## src/rtl/drt_pkg.sv

```systemverilog
package drt_pkg;
  localparam int N_SRC      = 4;
  localparam int TMR_STRIDE = 4;
  localparam int OFS_RELOAD = 0;
  localparam int OFS_COUNT  = 1;
  localparam int OFS_CTRL   = 2;
  localparam int W_MASK     = 18;
  localparam int W_ACK      = 19;
  localparam int W_STAT     = 21;
  localparam int CTL_W      = 4;

  typedef struct packed {
    logic       one_shot;
    logic [2:0] src_sel;
  } tmr_ctl_t;
endpackage

```

## src/rtl/drt_channel.sv

```systemverilog
module drt_channel
  import drt_pkg::*;
#(
  parameter int CNT_W = 32
) (
  input  logic             clk,
  input  logic             rst_n,
  input  logic             reload_we,
  input  logic             ctl_we,
  input  logic [CNT_W-1:0] reload_in,
  input  tmr_ctl_t         ctl_in,
  input  logic [N_SRC-1:0] tick_src,
  output logic [CNT_W-1:0] reload_q,
  output logic [CNT_W-1:0] cnt_q,
  output tmr_ctl_t         ctl_q,
  output logic             expire
);
  logic armed;
  logic src_tick;
  logic at_end;

  always_comb begin
    src_tick = ctl_q.src_sel[2] & tick_src[ctl_q.src_sel[1:0]];
    at_end   = (cnt_q <= CNT_W'(1));
    expire   = !ctl_we && armed && src_tick && at_end;
  end

  always_ff @(posedge clk or negedge rst_n) begin
    if (!rst_n) begin
      reload_q <= '0;
      cnt_q    <= '0;
      ctl_q    <= '0;
      armed    <= 1'b0;
    end else begin
      if (reload_we) reload_q <= reload_in;
      if (ctl_we) begin
        ctl_q <= ctl_in;
        cnt_q <= reload_q;
        armed <= 1'b1;
      end else if (armed && src_tick) begin
        if (at_end) begin
          if (ctl_q.one_shot) begin
            cnt_q <= '0;
            armed <= 1'b0;
          end else begin
            cnt_q <= reload_q;
          end
        end else begin
          cnt_q <= cnt_q - CNT_W'(1);
        end
      end
    end
  end
endmodule

```

## src/rtl/drt_irq.sv

```systemverilog
module drt_irq #(
  parameter int N_TMR = 2
) (
  input  logic             clk,
  input  logic             rst_n,
  input  logic             mask_we,
  input  logic             ack_we,
  input  logic [N_TMR-1:0] wbits,
  input  logic [N_TMR-1:0] expire,
  output logic [N_TMR-1:0] mask_q,
  output logic [N_TMR-1:0] pend_q,
  output logic [N_TMR-1:0] status,
  output logic             irq
);
  logic [N_TMR-1:0] clr;

  always_comb begin
    clr    = ack_we ? wbits : '0;
    status = pend_q & mask_q;
    irq    = |status;
  end

  always_ff @(posedge clk or negedge rst_n) begin
    if (!rst_n) begin
      mask_q <= '0;
      pend_q <= '0;
    end else begin
      if (mask_we) mask_q <= wbits;
      pend_q <= (pend_q & ~clr) | expire;
    end
  end
endmodule

```

## src/rtl/dual_reload_timer.sv

```systemverilog
module dual_reload_timer
  import drt_pkg::*;
#(
  parameter int N_TMR  = 2,
  parameter int CNT_W  = 32,
  parameter int ADDR_W = 8,
  parameter int DATA_W = 32
) (
  input  logic              clk,
  input  logic              rst_n,
  input  logic [N_SRC-1:0]  tick_src,
  input  logic              bus_wr,
  input  logic [ADDR_W-1:0] bus_addr,
  input  logic [DATA_W-1:0] bus_wdata,
  output logic [DATA_W-1:0] bus_rdata,
  output logic              irq
);
  localparam int WORD_W = ADDR_W - 2;

  logic [WORD_W-1:0]            word;
  logic                         aligned;
  logic [N_TMR-1:0]             expire;
  logic [N_TMR-1:0][CNT_W-1:0]  reload_q;
  logic [N_TMR-1:0][CNT_W-1:0]  cnt_q;
  tmr_ctl_t [N_TMR-1:0]         ctl_q;
  logic [N_TMR-1:0]             mask_q;
  logic [N_TMR-1:0]             pend_q;
  logic [N_TMR-1:0]             status;
  logic                         mask_we;
  logic                         ack_we;

  assign word    = bus_addr[ADDR_W-1:2];
  assign aligned = (bus_addr[1:0] == 2'b00);
  assign mask_we = bus_wr && aligned && (word == WORD_W'(W_MASK));
  assign ack_we  = bus_wr && aligned && (word == WORD_W'(W_ACK));

  for (genvar g = 0; g < N_TMR; g++) begin : g_tmr
    logic reload_we;
    logic ctl_we;
    assign reload_we = bus_wr && aligned && (word == WORD_W'(g*TMR_STRIDE + OFS_RELOAD));
    assign ctl_we    = bus_wr && aligned && (word == WORD_W'(g*TMR_STRIDE + OFS_CTRL));

    drt_channel #(.CNT_W(CNT_W)) u_chan (
      .clk       (clk),
      .rst_n     (rst_n),
      .reload_we (reload_we),
      .ctl_we    (ctl_we),
      .reload_in (bus_wdata[CNT_W-1:0]),
      .ctl_in    (tmr_ctl_t'(bus_wdata[CTL_W-1:0])),
      .tick_src  (tick_src),
      .reload_q  (reload_q[g]),
      .cnt_q     (cnt_q[g]),
      .ctl_q     (ctl_q[g]),
      .expire    (expire[g])
    );
  end

  drt_irq #(.N_TMR(N_TMR)) u_irq (
    .clk     (clk),
    .rst_n   (rst_n),
    .mask_we (mask_we),
    .ack_we  (ack_we),
    .wbits   (bus_wdata[N_TMR-1:0]),
    .expire  (expire),
    .mask_q  (mask_q),
    .pend_q  (pend_q),
    .status  (status),
    .irq     (irq)
  );

  always_comb begin
    bus_rdata = '0;
    if (aligned) begin
      for (int i = 0; i < N_TMR; i++) begin
        if (word == WORD_W'(i*TMR_STRIDE + OFS_RELOAD)) bus_rdata = DATA_W'(reload_q[i]);
        if (word == WORD_W'(i*TMR_STRIDE + OFS_COUNT))  bus_rdata = DATA_W'(cnt_q[i]);
        if (word == WORD_W'(i*TMR_STRIDE + OFS_CTRL))   bus_rdata = DATA_W'(ctl_q[i]);
      end
      if (word == WORD_W'(W_MASK)) bus_rdata = DATA_W'(mask_q);
      if (word == WORD_W'(W_STAT)) bus_rdata = DATA_W'(status);
    end
  end
endmodule

```

## config.mk

```make
export PLATFORM = sky130hd
export DESIGN_NAME = dual_reload_timer
export DESIGN_NICKNAME = d
export VERILOG_FILES = /design/src/rtl/drt_pkg.sv /design/src/rtl/drt_channel.sv /design/src/rtl/drt_irq.sv /design/src/rtl/dual_reload_timer.sv
export SDC_FILE = /design/constraint.sdc
export NUM_CORES = 1
export LEC_CHECK = 0
export ABC_CLOCK_PERIOD_IN_PS = 2600
export BUFFER_PORTS_ARGS = -buffer_cell sky130_fd_sc_hd__buf_4
export CORE_MARGIN = 3
export CORE_UTILIZATION = 23
export DETAILED_ROUTE_END_ITERATION = 16
export GPL_TIMING_DRIVEN = 1
export PLACE_DENSITY = 0.45
export SYNTH_ARGS = -nofsm -noshare
export SYNTH_HDL_FRONTEND = slang
export SYNTH_SLANG_ARGS = --single-unit
```

## constraint.sdc

```tcl
create_clock -name clk -period 2.6 [get_ports clk]
set_input_delay 0.13 -clock clk [delete_from_list [all_inputs] [get_ports clk]]
set_output_delay 0.13 -clock clk [all_outputs]
set_load 0.01 [all_outputs]
```

==> Word-level counts from Yosys, hierarchy flattened <==
Index checks and enable logic that the tools add are counted.
{ "totals": {"reg_bits": 142, "input_bits": 47, "output_inout_bits": 33} }
{ "classes": {"addsub": 2, "n_lt_le_gt_ge": 4, "n_eq_ne": 8, "muxes": 30, "n_bitwise": 6, "n_reduce_logical": 28} }
{ "op_table": {"columns": ["cell", "n"], "rows": [
  ["$mux 32", 17],
  ["$le 32x1->1 const B", 2],
  ["$sub 32x1->32 const B", 2],
  ["$eq 6x3->1 const B", 3],
  ["$eq 6x5->1 const B", 3],
  ["$logic_and 1x1->1", 15],
  ["$reduce_bool 2->1", 6],
  ["$mux 1", 10],
  ["$eq 6x1->1 const B", 1],
  ["$eq 6x2->1 const B", 1],
  ["$logic_not 6->1", 1],
  ["$lt 2x3->1 const B", 2],
  ["$reduce_and 3->1", 2],
  ["$and 2x2->2", 2],
  ["$bmux 1 s2", 2],
  ["$and 1x1->1", 2],
  ["$logic_not 1->1", 2],
  ["$logic_not 2->1", 1],
  ["$mux 2", 1],
  ["$not 2->2", 1],
  ["$or 2x2->2", 1],
  ["$reduce_or 2->1", 1]
]} }

==> Depth between registers and ports, before layout <==
{ "depth": {"word_depth": 10, "ltp_mapped": 9, "depth_no_buf": 8} }

==> Cells and area by module <==
Synthesis repeated with hierarchy kept, for this count alone.
{ "unflattened": {"hier_cells": 945, "area_unflattened_um2": 8843.5} }
{ "modules_own_cells": {"columns": ["mod", "instances", "cells_per_inst", "area_per_inst_um2"], "rows": [
  ["drt_channel at g_tmr[1].u_chan", 1, 388, 3937.5],
  ["drt_channel at g_tmr[0].u_chan", 1, 350, 3589.7],
  ["dual_reload_timer", 1, 194, 1148.6],
  ["drt_irq", 1, 13, 167.7]
]} }

==> Worst setup path before layout <==
No wires, ideal clock.
{ "synth_path": {"path_type": "register -> register", "from": "reg g_tmr[1].u_chan.cnt_q[29]", "to": "reg g_tmr[1].u_chan.cnt_q[16]", "arrival_time_ns": 2.334, "setup_slack_ns": 0.193, "path_stages_with_launch": 7, "path_buffers": 0, "synth_period_minus_slack_ns": 2.407, "cell_sequence": "dfrtp_1 > or3_1 > or4b_4 > or3_4 > or3_1 > a22o_1 > a21oi_2"} }
{ "synth_via": {"elab_chain_len": 4} }
{ "synth_rtl": {"columns": ["item", "line_no", "text"], "rows": [
  ["start, declared", "drt_channel.sv:14", "output logic [CNT_W-1:0] cnt_q,"],
  ["start signal, assigned", "drt_channel.sv:38", "cnt_q <= reload_q;"],
  ["start signal, assigned", "drt_channel.sv:46", "cnt_q <= reload_q;"],
  ["start signal, assigned", "drt_channel.sv:49", "cnt_q <= cnt_q - CNT_W'(1);"],
  ["$le 32x1->1", "drt_channel.sv:24", "at_end = (cnt_q <= CNT_W'(1));"],
  ["$mux 32", "drt_channel.sv:41", "if (at_end) begin"],
  ["$mux 32", "drt_channel.sv:40", "end else if (armed && src_tick) begin"],
  ["$mux 32", "drt_channel.sv:36", "if (ctl_we) begin"]
]} }
No other way between the ends. The select of a mux whose other input is x is not followed.
A chain may end at the register's enable or synchronous reset.

==> Worst setup path after layout <==
Same ends and word-level chain as after synthesis.

==> flow_summary.toml <==
[power]
sw_frac_of_total = 0.2662
intPower_w = 0.004123
leakagePower_nw = 4.698
p_total_w = 0.005620
power_frac_clock = 0.450
power_density_nw_per_um2 = 525.7
switchingPower_w = 0.001496
ir_drop_uv = 443.2
combPwrFrac = 0.124
p_seq_frac = 0.426

[place]
portBuffers = 79
hpwl_mm = 23.28
globalplace.congestion = 0.8573

[critical_path]
cp_data_required_time_ns = 2.97
cpMostUsedCell = "or3_1"
critPathTopFamily = "simple AND/OR/NAND/NOR gates"
max_stage_delay_ns = 0.51
r2r_start = "g_tmr[1].u_chan.cnt_q[29]"
worstRegToRegCells = 6
r2r_slack_ns = 0.11
critPathKind = "reg2reg"
r2r-end = "g_tmr[1].u_chan.cnt_q[16]"
critPathBufInv = 0
worstPathCellList = "or3_1 -> or4b_4 -> or3_4 -> or3_1 -> a22o_1 -> a21oi_2"
cp-start-kind = "register"
critical_path_arrival_ns = 2.86
cp-end-kind = "register"
slowest_stage = "or4b_4"
crit_path_max_fanout = 4

[layout]
drive_gt1_frac = 0.2671
mostFrequentLayoutCells = "152 x buf_4, 142 x dfrtp_1, 103 x nand2_1"
fillers = 3628
final_common_cell = "buf_4"
synthToLayoutAreaGrowth_pct = 31.96
antennaDiodeCount = 0
fin_util = 0.3087
fin_nets = 1064

[routing]
drtIter0Drc = 644
remaining_drc_errors = 0
first_pass_iters = 5
drt_wl_total_mm = 31.59
vias_per_cell = 5.295
antenna_left = 0
vias = 7842
wl_per_cell_um = 21.33

[sta]
hold_viol = 0
period_needed_ns = 2.488
tns_ns = 0
worstMarginPinSlew_ns = 0.6429
rsz0062_at_grt = "false"
fmax_mhz = 401.9
slew_violations = 0
clock_skew_ns = 0.01095
setup_viol = 0
hold_slack_ns = 0.1042
slew_headroom = 0.5714
fin_crit_sh = 0.9570

[clock_tree]
cts_tree = "done"
numCtsBuffers = 17
root_buffer = "clkbuf_16"
postCtsSetupRepairBufs = 0
clock_path_buffers = 2
clk_pin_slew_ns = 0.07
insertion_delay_ns = 0.43
cts.sinks = 142
h-tree-depth = 4

[synthesis]
ys_seq_area_frac = 0.4387
synth-seq-cells = 142
synth_edf_count = 0
syn_area_um2 = 8100
synth-main-ff-cell = "dfrtp_1"
synth.distinct_cells = 73
syn_area_per_cell_um2 = 9.441
syn_nets = 909
async_flop_share = 1.000
synth_warnings = 0
syn_inst = 858

[min_path]
hold_path.class = "in2reg"
min_from = "bus_wdata[1]"
holdPathEnd = "g_tmr[1].u_chan.ctl_q[1]"
whs_path_depth = 3

[global_route]
grt_pass1_wl_mm = 48.51
antenna_found_initial = 0
grt-ovfl-total = 0
grt_pass1_vias = 7662
grt_start_max_net_pins = 50
grtUsageTotal = 0.1669

[status]
status = "finished, final reports clean"

[floorplanning]
dieWidth_um = 193.7
die_y_um = 193.7
coreArea_um2 = 34630
dieArea_um2 = 37510
ios = 80
row_count = 68
start_util = 0.2339

[flow_run]
maxCapViolations = 0
tightest hold or removal path: cells and delay by family:
family / cells / cell delay, ns
buffers and inverters: 2 / 0.20
AOI/OAI and AO/OA: 1 / 0.18
flip-flops by register name, summed over array words and instances, names as in the netlist:
signal	flops
g_tmr.u_chan.cnt_q	64
g_tmr.u_chan.reload_q	64
g_tmr.u_chan.ctl_q	8
g_tmr.u_chan.armed	2
u_irq.mask_q	2
u_irq.pend_q	2
worst max-delay path by stage:
stage                         startpoint                        end  slack [ns]  cells after the start
2_1_floorplan  g_tmr[1].u_chan.cnt_q[29]  g_tmr[1].u_chan.cnt_q[16]        0.19                      6
4_1_cts        g_tmr[0].u_chan.cnt_q[19]   g_tmr[0].u_chan.cnt_q[8]        0.09                      8
3_3_place_gp   g_tmr[1].u_chan.cnt_q[29]  g_tmr[1].u_chan.cnt_q[16]        0.14                      6
6_report       g_tmr[1].u_chan.cnt_q[29]  g_tmr[1].u_chan.cnt_q[16]        0.11                      6
3_5_place_dp   g_tmr[1].u_chan.cnt_q[29]  g_tmr[1].u_chan.cnt_q[16]        0.09                      6
5_1_grt         g_tmr[0].u_chan.cnt_q[0]  g_tmr[0].u_chan.cnt_q[14]       0.007                      9
cell usage after synthesis, drive strengths merged, types with 11 or more instances:
| master | count | area [um^2] |
|---|---|---|
| nand3 | 32 | 160.2 |
| o21ai | 52 | 260.2 |
| a21oi | 52 | 264.0 |
| dfrtp | 142 | 3553 |
| nor4 | 20 | 131.4 |
| clkbuf | 45 | 168.9 |
| a22oi | 70 | 525.5 |
| o211ai | 22 | 165.2 |
| nor3 | 29 | 176.4 |
| mux2 | 60 | 675.7 |
| nand2 | 103 | 386.6 |
| a31oi | 14 | 87.58 |
| or4 | 14 | 105.1 |
| nor2 | 41 | 153.9 |
| or3 | 14 | 92.59 |
| inv | 11 | 41.29 |
what timing repair did:
item,4_1_cts,5_1_grt
hold buffers,31,0
endpoints found under the hold margin,107,0
endpoints found under the setup margin,0,8
gates resized for setup,0,5
logic make-up after synthesis:
| logic type | count (synthesis) | synth area share |
|---|---|---|
| simple gates | 289 | 0.1809 |
| flops | 142 | 0.4387 |
| fa+ha+maj | 4 | 0.006179 |
| xor+xnor | 10 | 0.01081 |
| mux | 66 | 0.09391 |
| compound gates | 281 | 0.2373 |
| buf+inv | 66 | 0.03228 |
area by class of cell:
class / count / area, um^2 / area share
Multi-Input combinational cell: 650 / 4330 / 0.4051
Sequential cell: 142 / 3553 / 0.3324
Timing Repair Buffer: 191 / 1603 / 0.1499
Tap cell: 455 / 569.3 / 0.05326
Clock buffer: 21 / 450.4 / 0.04214
Clock inverter: 11 / 141.4 / 0.01323
Inverter: 11 / 41.29 / 0.003863
stage by stage:
stage	instances	cell area [um^2]	setup WS, ns
2_1_floorplan	858	8100	0.1930
3_3_place_gp	1418	9764	0.1360
3_5_place_dp	1418	9764	0.08977
4_1_cts	1481	10670	0.08943
5_1_grt	1481	10690	0.006793
6_report	1481	10690	0.1118
power by group through the flow:
stage	sequential, W	clock [W]	combinational, W
global route	0.00240	0.00268	0.000774
global placement	0.00243	0	0.000655
CTS	0.00239	0.00258	0.000695
finish	0.00239	0.00253	0.000696
floorplan	0.00239	0	0.000339
detailed placement	0.00243	0	0.000655
layer usage:
metal	up-vias	GRT usage	share of wire	routed length [um]
met5	-	0	0	0
met4	0	0.05224	0.026	827
met3	36	0.03406	0.059	1858
met2	283	0.2443	0.43	13600
met1	3911	0.2464	0.48	15300
li1	3612	-	-	-
Note: power is estimated with default switching activity, not from simulation.
